<file path="config.mk">
export PLATFORM = sky130hd
export DESIGN_NAME = ui_calib
export DESIGN_NICKNAME = d
export VERILOG_FILES = /design/src/rtl/ui_calib.sv
export SDC_FILE = /design/constraint.sdc
export NUM_CORES = 2
export LEC_CHECK = 0
export BUFFER_PORTS_ARGS = -buffer_cell sky130_fd_sc_hd__buf_4
export CAP_MARGIN = 5
export CORE_MARGIN = 4
export CORE_UTILIZATION = 40
export CTS_CLUSTER_DIAMETER = 60
export DETAILED_ROUTE_END_ITERATION = 10
export GPL_TIMING_DRIVEN = 1
export PLACE_DENSITY_LB_ADDON = 0.12
export SYNTH_ARGS = -nofsm -noshare
export SYNTH_HDL_FRONTEND = slang
export SYNTH_SLANG_ARGS = --single-unit
export TNS_END_PERCENT = 30
</file>
<file path="constraint.sdc">
create_clock -name clk -period 19 [get_ports clk]
set_clock_uncertainty 0.05 [all_clocks]
set_input_delay 2.85 -clock clk [delete_from_list [all_inputs] [get_ports clk]]
set_output_delay 2.85 -clock clk [all_outputs]
set_load 0.01 [all_outputs]
</file>
<file path="src/rtl/ui_calib.sv">
module ui_calib #(
  parameter int WAIT_W    = 20,
  parameter int MIN_WAIT  = 16,
  parameter int EST_LIMIT = 64000,
  parameter int NOM_UI    = 650751
) (
  input  logic              clk,
  input  logic              rst,
  input  logic              start,
  input  logic              auto_repeat,
  input  logic [WAIT_W-1:0] wait_cycles,
  input  logic [15:0]       marker_interval,
  input  logic [31:0]       tod_lo,
  input  logic [15:0]       tod_hi,
  input  logic [15:0]       marker_count,
  output logic              busy,
  output logic              ui_valid,
  output logic              err,
  output logic [1:0]        err_code,
  output logic [27:0]       ui
);
  localparam logic [47:0]       ONE_SEC = 48'h3B9A_CA00_0000;
  localparam int                DIV_N   = 58;
  localparam int                DC_W    = $clog2(DIV_N + 1);
  localparam logic [DC_W-1:0]   DC_LOAD = DC_W'(DIV_N);
  localparam logic [DC_W-1:0]   DC_ONE  = DC_W'(1);
  localparam logic [WAIT_W-1:0] W_ONE   = WAIT_W'(1);
  localparam logic [WAIT_W-1:0] W_MIN   = WAIT_W'(MIN_WAIT);
  localparam logic [55:0]       EST_K   = 56'(EST_LIMIT) * 56'(NOM_UI);

  typedef enum logic [1:0] {S_IDLE, S_WAIT, S_CALC, S_DIV} st_t;
  st_t st;

  logic [47:0]       t0, t1;
  logic [15:0]       c0, c1;
  logic [WAIT_W-1:0] wlen, wcnt;
  logic [DC_W-1:0]   dcnt;
  logic [31:0]       dvsr, rem;
  logic [57:0]       quo;

  wire [47:0] tod    = {tod_hi, tod_lo};
  wire [47:0] delta  = (t1 > t0) ? t1 - t0 : t1 + ONE_SEC - t0;
  wire [15:0] cdiff  = c1 - c0;
  wire [31:0] prod   = cdiff * marker_interval;
  wire        toolong = {delta, 8'd0} > EST_K * 56'(marker_interval);

  wire [32:0] shifted = {rem, quo[57]};
  wire [33:0] trial   = {1'b0, shifted} - {2'b00, dvsr};
  wire        take    = !trial[33];
  wire [57:0] q_next  = {quo[56:0], take};
  wire [27:0] q_sat   = (q_next[57:28] != '0) ? 28'hFFF_FFFF : q_next[27:0];

  assign busy = (st != S_IDLE);

  always_ff @(posedge clk) begin
    if (rst) begin
      st <= S_IDLE;
      ui_valid <= 1'b0;
      err <= 1'b0;
      err_code <= 2'd0;
      ui <= '0;
      t0 <= '0; t1 <= '0; c0 <= '0; c1 <= '0;
      wlen <= '0; wcnt <= '0; dcnt <= '0;
      dvsr <= '0; rem <= '0; quo <= '0;
    end else begin
      ui_valid <= 1'b0;
      err <= 1'b0;
      case (st)
        S_IDLE:
          if (start) begin
            if (wait_cycles < W_MIN) begin
              err <= 1'b1;
              err_code <= 2'd1;
            end else begin
              t0 <= tod; c0 <= marker_count;
              wlen <= wait_cycles; wcnt <= wait_cycles;
              st <= S_WAIT;
            end
          end
        S_WAIT:
          if (wcnt == W_ONE) begin
            t1 <= tod; c1 <= marker_count;
            st <= S_CALC;
          end else begin
            wcnt <= wcnt - W_ONE;
          end
        S_CALC:
          if (prod == '0 || toolong) begin
            err <= 1'b1;
            err_code <= (prod == '0) ? 2'd2 : 2'd3;
            t0 <= tod; c0 <= marker_count; wcnt <= wlen;
            st <= auto_repeat ? S_WAIT : S_IDLE;
          end else begin
            dvsr <= prod; rem <= '0; quo <= {delta, 10'd0};
            dcnt <= DC_LOAD;
            st <= S_DIV;
          end
        S_DIV: begin
          rem  <= take ? trial[31:0] : shifted[31:0];
          quo  <= q_next;
          dcnt <= dcnt - DC_ONE;
          if (dcnt == DC_ONE) begin
            ui_valid <= 1'b1;
            ui <= q_sat;
            t0 <= tod; c0 <= marker_count; wcnt <= wlen;
            st <= auto_repeat ? S_WAIT : S_IDLE;
          end
        end
        default: st <= S_IDLE;
      endcase
    end
  end

  p_snap_coherent_r2: assert property (@(posedge clk) disable iff (rst)
    (st == S_IDLE && start && wait_cycles >= W_MIN) |=>
      (busy && t0 == $past(tod) && c0 == $past(marker_count)));

  p_second_snap_r3: assert property (@(posedge clk) disable iff (rst)
    (st == S_WAIT && wcnt == W_ONE) |=> (st == S_CALC && t1 == $past(tod) && c1 == $past(marker_count)));

  p_no_zero_div_r5: assert property (@(posedge clk) disable iff (rst)
    (st == S_DIV) |-> (dvsr != '0));

  p_valid_pulse_r7: assert property (@(posedge clk) disable iff (rst)
    ui_valid |=> !ui_valid);

  p_short_wait_r8: assert property (@(posedge clk) disable iff (rst)
    (st == S_IDLE && start && wait_cycles < W_MIN) |=> (err && err_code == 2'd1 && !busy));

  p_ignore_busy_r9: assert property (@(posedge clk) disable iff (rst)
    (st == S_WAIT && start) |=> ($stable(t0) && $stable(c0)));

  p_excl_r11: assert property (@(posedge clk) disable iff (rst)
    ui_valid |-> !err);
endmodule

</file>
==> results_dict.tcl <==
set metrics [dict create \
    status "complete, no violations" \
    drt_pass1_iterations 8 \
    fmax_mhz 81.4 \
    arrival_ps 12780 \
    post-synth-top-area-fraction 0.185 \
    synth_cell_types 85 \
    maxCapViolCount 0 \
    drt-initial-drc-count 1951 \
    cp_slowest_cell "buf_4" \
    fin_ws_ps 6710 \
    ys_seq_elements 330 \
    die-area_sq_um 100000 \
    cpMostUsedCell "fa_1" \
    cts_max_path_buffers 3 \
    hp-class "reg -> reg" \
    synth.area.top_cells "fa_1, dfxtp_1, ha_1" \
    tns_ps 0 \
    post-cts-setup-buffer-count 0 \
    start_util 0.405 \
    cts.clk_slew.worst_paths_ps 60 \
    yosysTopAreaCell "fa_1" \
    layout-area-overhead-vs-synth_pct 9.63 \
    multi_input_area_sq_um 28300 \
    grtUsageTotal 0.227 \
    synth_most_common_cell "nand2_1" \
    crit_family "adder cells" \
    post_drt_wl_per_cell_um 19.3 \
    crit_type "reg -> reg" \
    dominantRegCellSynth "dfxtp_1" \
    worstMarginPinSlew_ps 1200 \
    dieWidth_um 316 \
    rows 112 \
    ys_top_cells_by_count "nand2_1, inv_1, ha_1" \
    final-max-slew-violation-count 0 \
    drive_gt1_frac 0.0725 \
    cts_buffers 45 \
    timing.slew.headroom 0.195 \
    fin_nets 5513 \
    routed_wirelength_um 114000 \
    clock_latency_ps 640 \
    seq_area_frac_synth 0.174 \
    grt_max_degree 90 \
    hold_violations 0 \
    dr_total_vias 31339 \
    cp_max_fo 42 \
    fillers 9502 \
    port_buffers 136 \
    place_ws_ps 6280 \
    synth_edf_count 0 \
    clockRootBuffer "clkbuf_16" \
    clkSinkCount 330 \
    cts_resized 0 \
    ctsHtreeMaxLevel 2 \
    grt_pass1_vias 31386 \
    gp_congestion 0.895 \
    syn_inst 4555 \
    min_period_ps 12290 \
    async_reset_ff_frac 0 \
    drtAntennaViolNets 0 \
    drc 0 \
    ff_latch_area_sq_um 6610 \
    crit_buf_inv 7 \
    vias_per_cell 5.33 \
    setup_viol 0 \
    grt_pass1_wl_um 180000 \
    dp_hpwl_um 89300 \
    finalCritPeriodShare 0.647 \
    rsz0062_at_grt "no" \
    core_area_sq_um 93700 \
    syn_area_sq_um 38000 \
    syn-num-nets 5480 \
    end_kind "flip-flop" \
    cts_hold_buf 0 \
    tritoncts "done" \
    fp.dieH_um 316 \
    overflow 0 \
    syn_area_per_cell_sq_um 8.34 \
    worst_ep_required_time_ps 19490 \
    slowest_delay_ps 710 \
    antenna_found_initial 1 \
    yosysWarningCount 0 \
    pin_count 137 \
    crit_path_start_kind "flip-flop" \
]
layout by cell type (no fill, tap or decap), types with 32 or more instances in the layout:
cell type    n
nand2_1    664
inv_1      621
ha_1       469
fa_1       352
dfxtp_1    330
a21oi_1    323
nor2_1     248
buf_4      175
xnor2_1    138
o21ai_0    132
mux2i_1    131
a21o_1      74
and2_1      73
xor2_1      58
nand3_1     57
a211oi_1    50
nor2b_1     46
clkbuf_16   45
nand2b_1    38
nand4_1     37
nor3_1      35
a311oi_1    32
cell families (layout without fill, tap and decap cells):
| group | Yosys count | in the layout | synth area share |
|---|---|---|---|
| flops | 330 | 330 | 0.174 |
| mux | 137 | 137 | 0.0363 |
| fa+ha+maj | 821 | 821 | 0.340 |
| other cells | 0 | 1 | 0 |
| xor+xnor | 199 | 199 | 0.0459 |
| compound gates | 918 | 918 | 0.161 |
| simple gates | 1338 | 1338 | 0.160 |
| buf+inv | 812 | 880 | 0.0834 |
flip-flops by register name (all words and copies together), names as in the netlist, 2 cells and up:
register and count:
c0 16, c1 16, dcnt 6, dvsr 32, err_code 2, quo 58
rem 32, st 2, t0 48, t1 48, ui 28, wcnt 20
wlen 20
worst reg2reg max path, delay by kind of cell (launching register included):
family                     cells  cell delay [ps]
adders and majority gates      8             3680
DFF                            1              380
muxes                          1              320
xor gates and xnor gates       2              360
buffers and inverters          7             1700
and+or+nand+nor                8             2260
AOI/OAI and AO/OA             15             3470
layout make-up:
type                       count  area share
clock inverter                22     0.00559
inverter                     622      0.0562
timing repair buffer         176      0.0318
sequential                   330       0.159
antenna                        1   0.0000601
tap                         1254      0.0377
multi-input combinational   3413       0.679
clock buffer                  60      0.0310
stage by stage:
step	area, sq um	util	hold slack, ps	std cells
6_report	41700	0.444	404	5878
5_1_grt	41700	0.444	421	5877
4_1_cts	41700	0.444	405	5877
3_5_place_dp	40100	0.428	397	5795
3_3_place_gp	40100	0.428	391	5795
2_1_floorplan	38000	-	382	4555
path summary, 6_finish.rpt:
kind             from       end  slack (ps)  depth (start not counted)
min reg2reg  dvsr[26]  dvsr[26]         400                          2
max             c0[1]    t0[38]        6710                         41
max reg2reg     c0[1]    t0[38]        6710                         41
min          dvsr[26]  dvsr[26]         400                          2
metal layers:
metal,vias to the layer above,GRT usage,routed length (um)
met3,119,0.0278,4830
met2,608,0.386,54000
li1,15364,-,-
met4,2,0.0450,2100
met1,15246,0.313,52700
met5,-,0,20
Power is not shown: default switching activity piles up to over one toggle a cycle in this logic, so the estimate is an artifact.
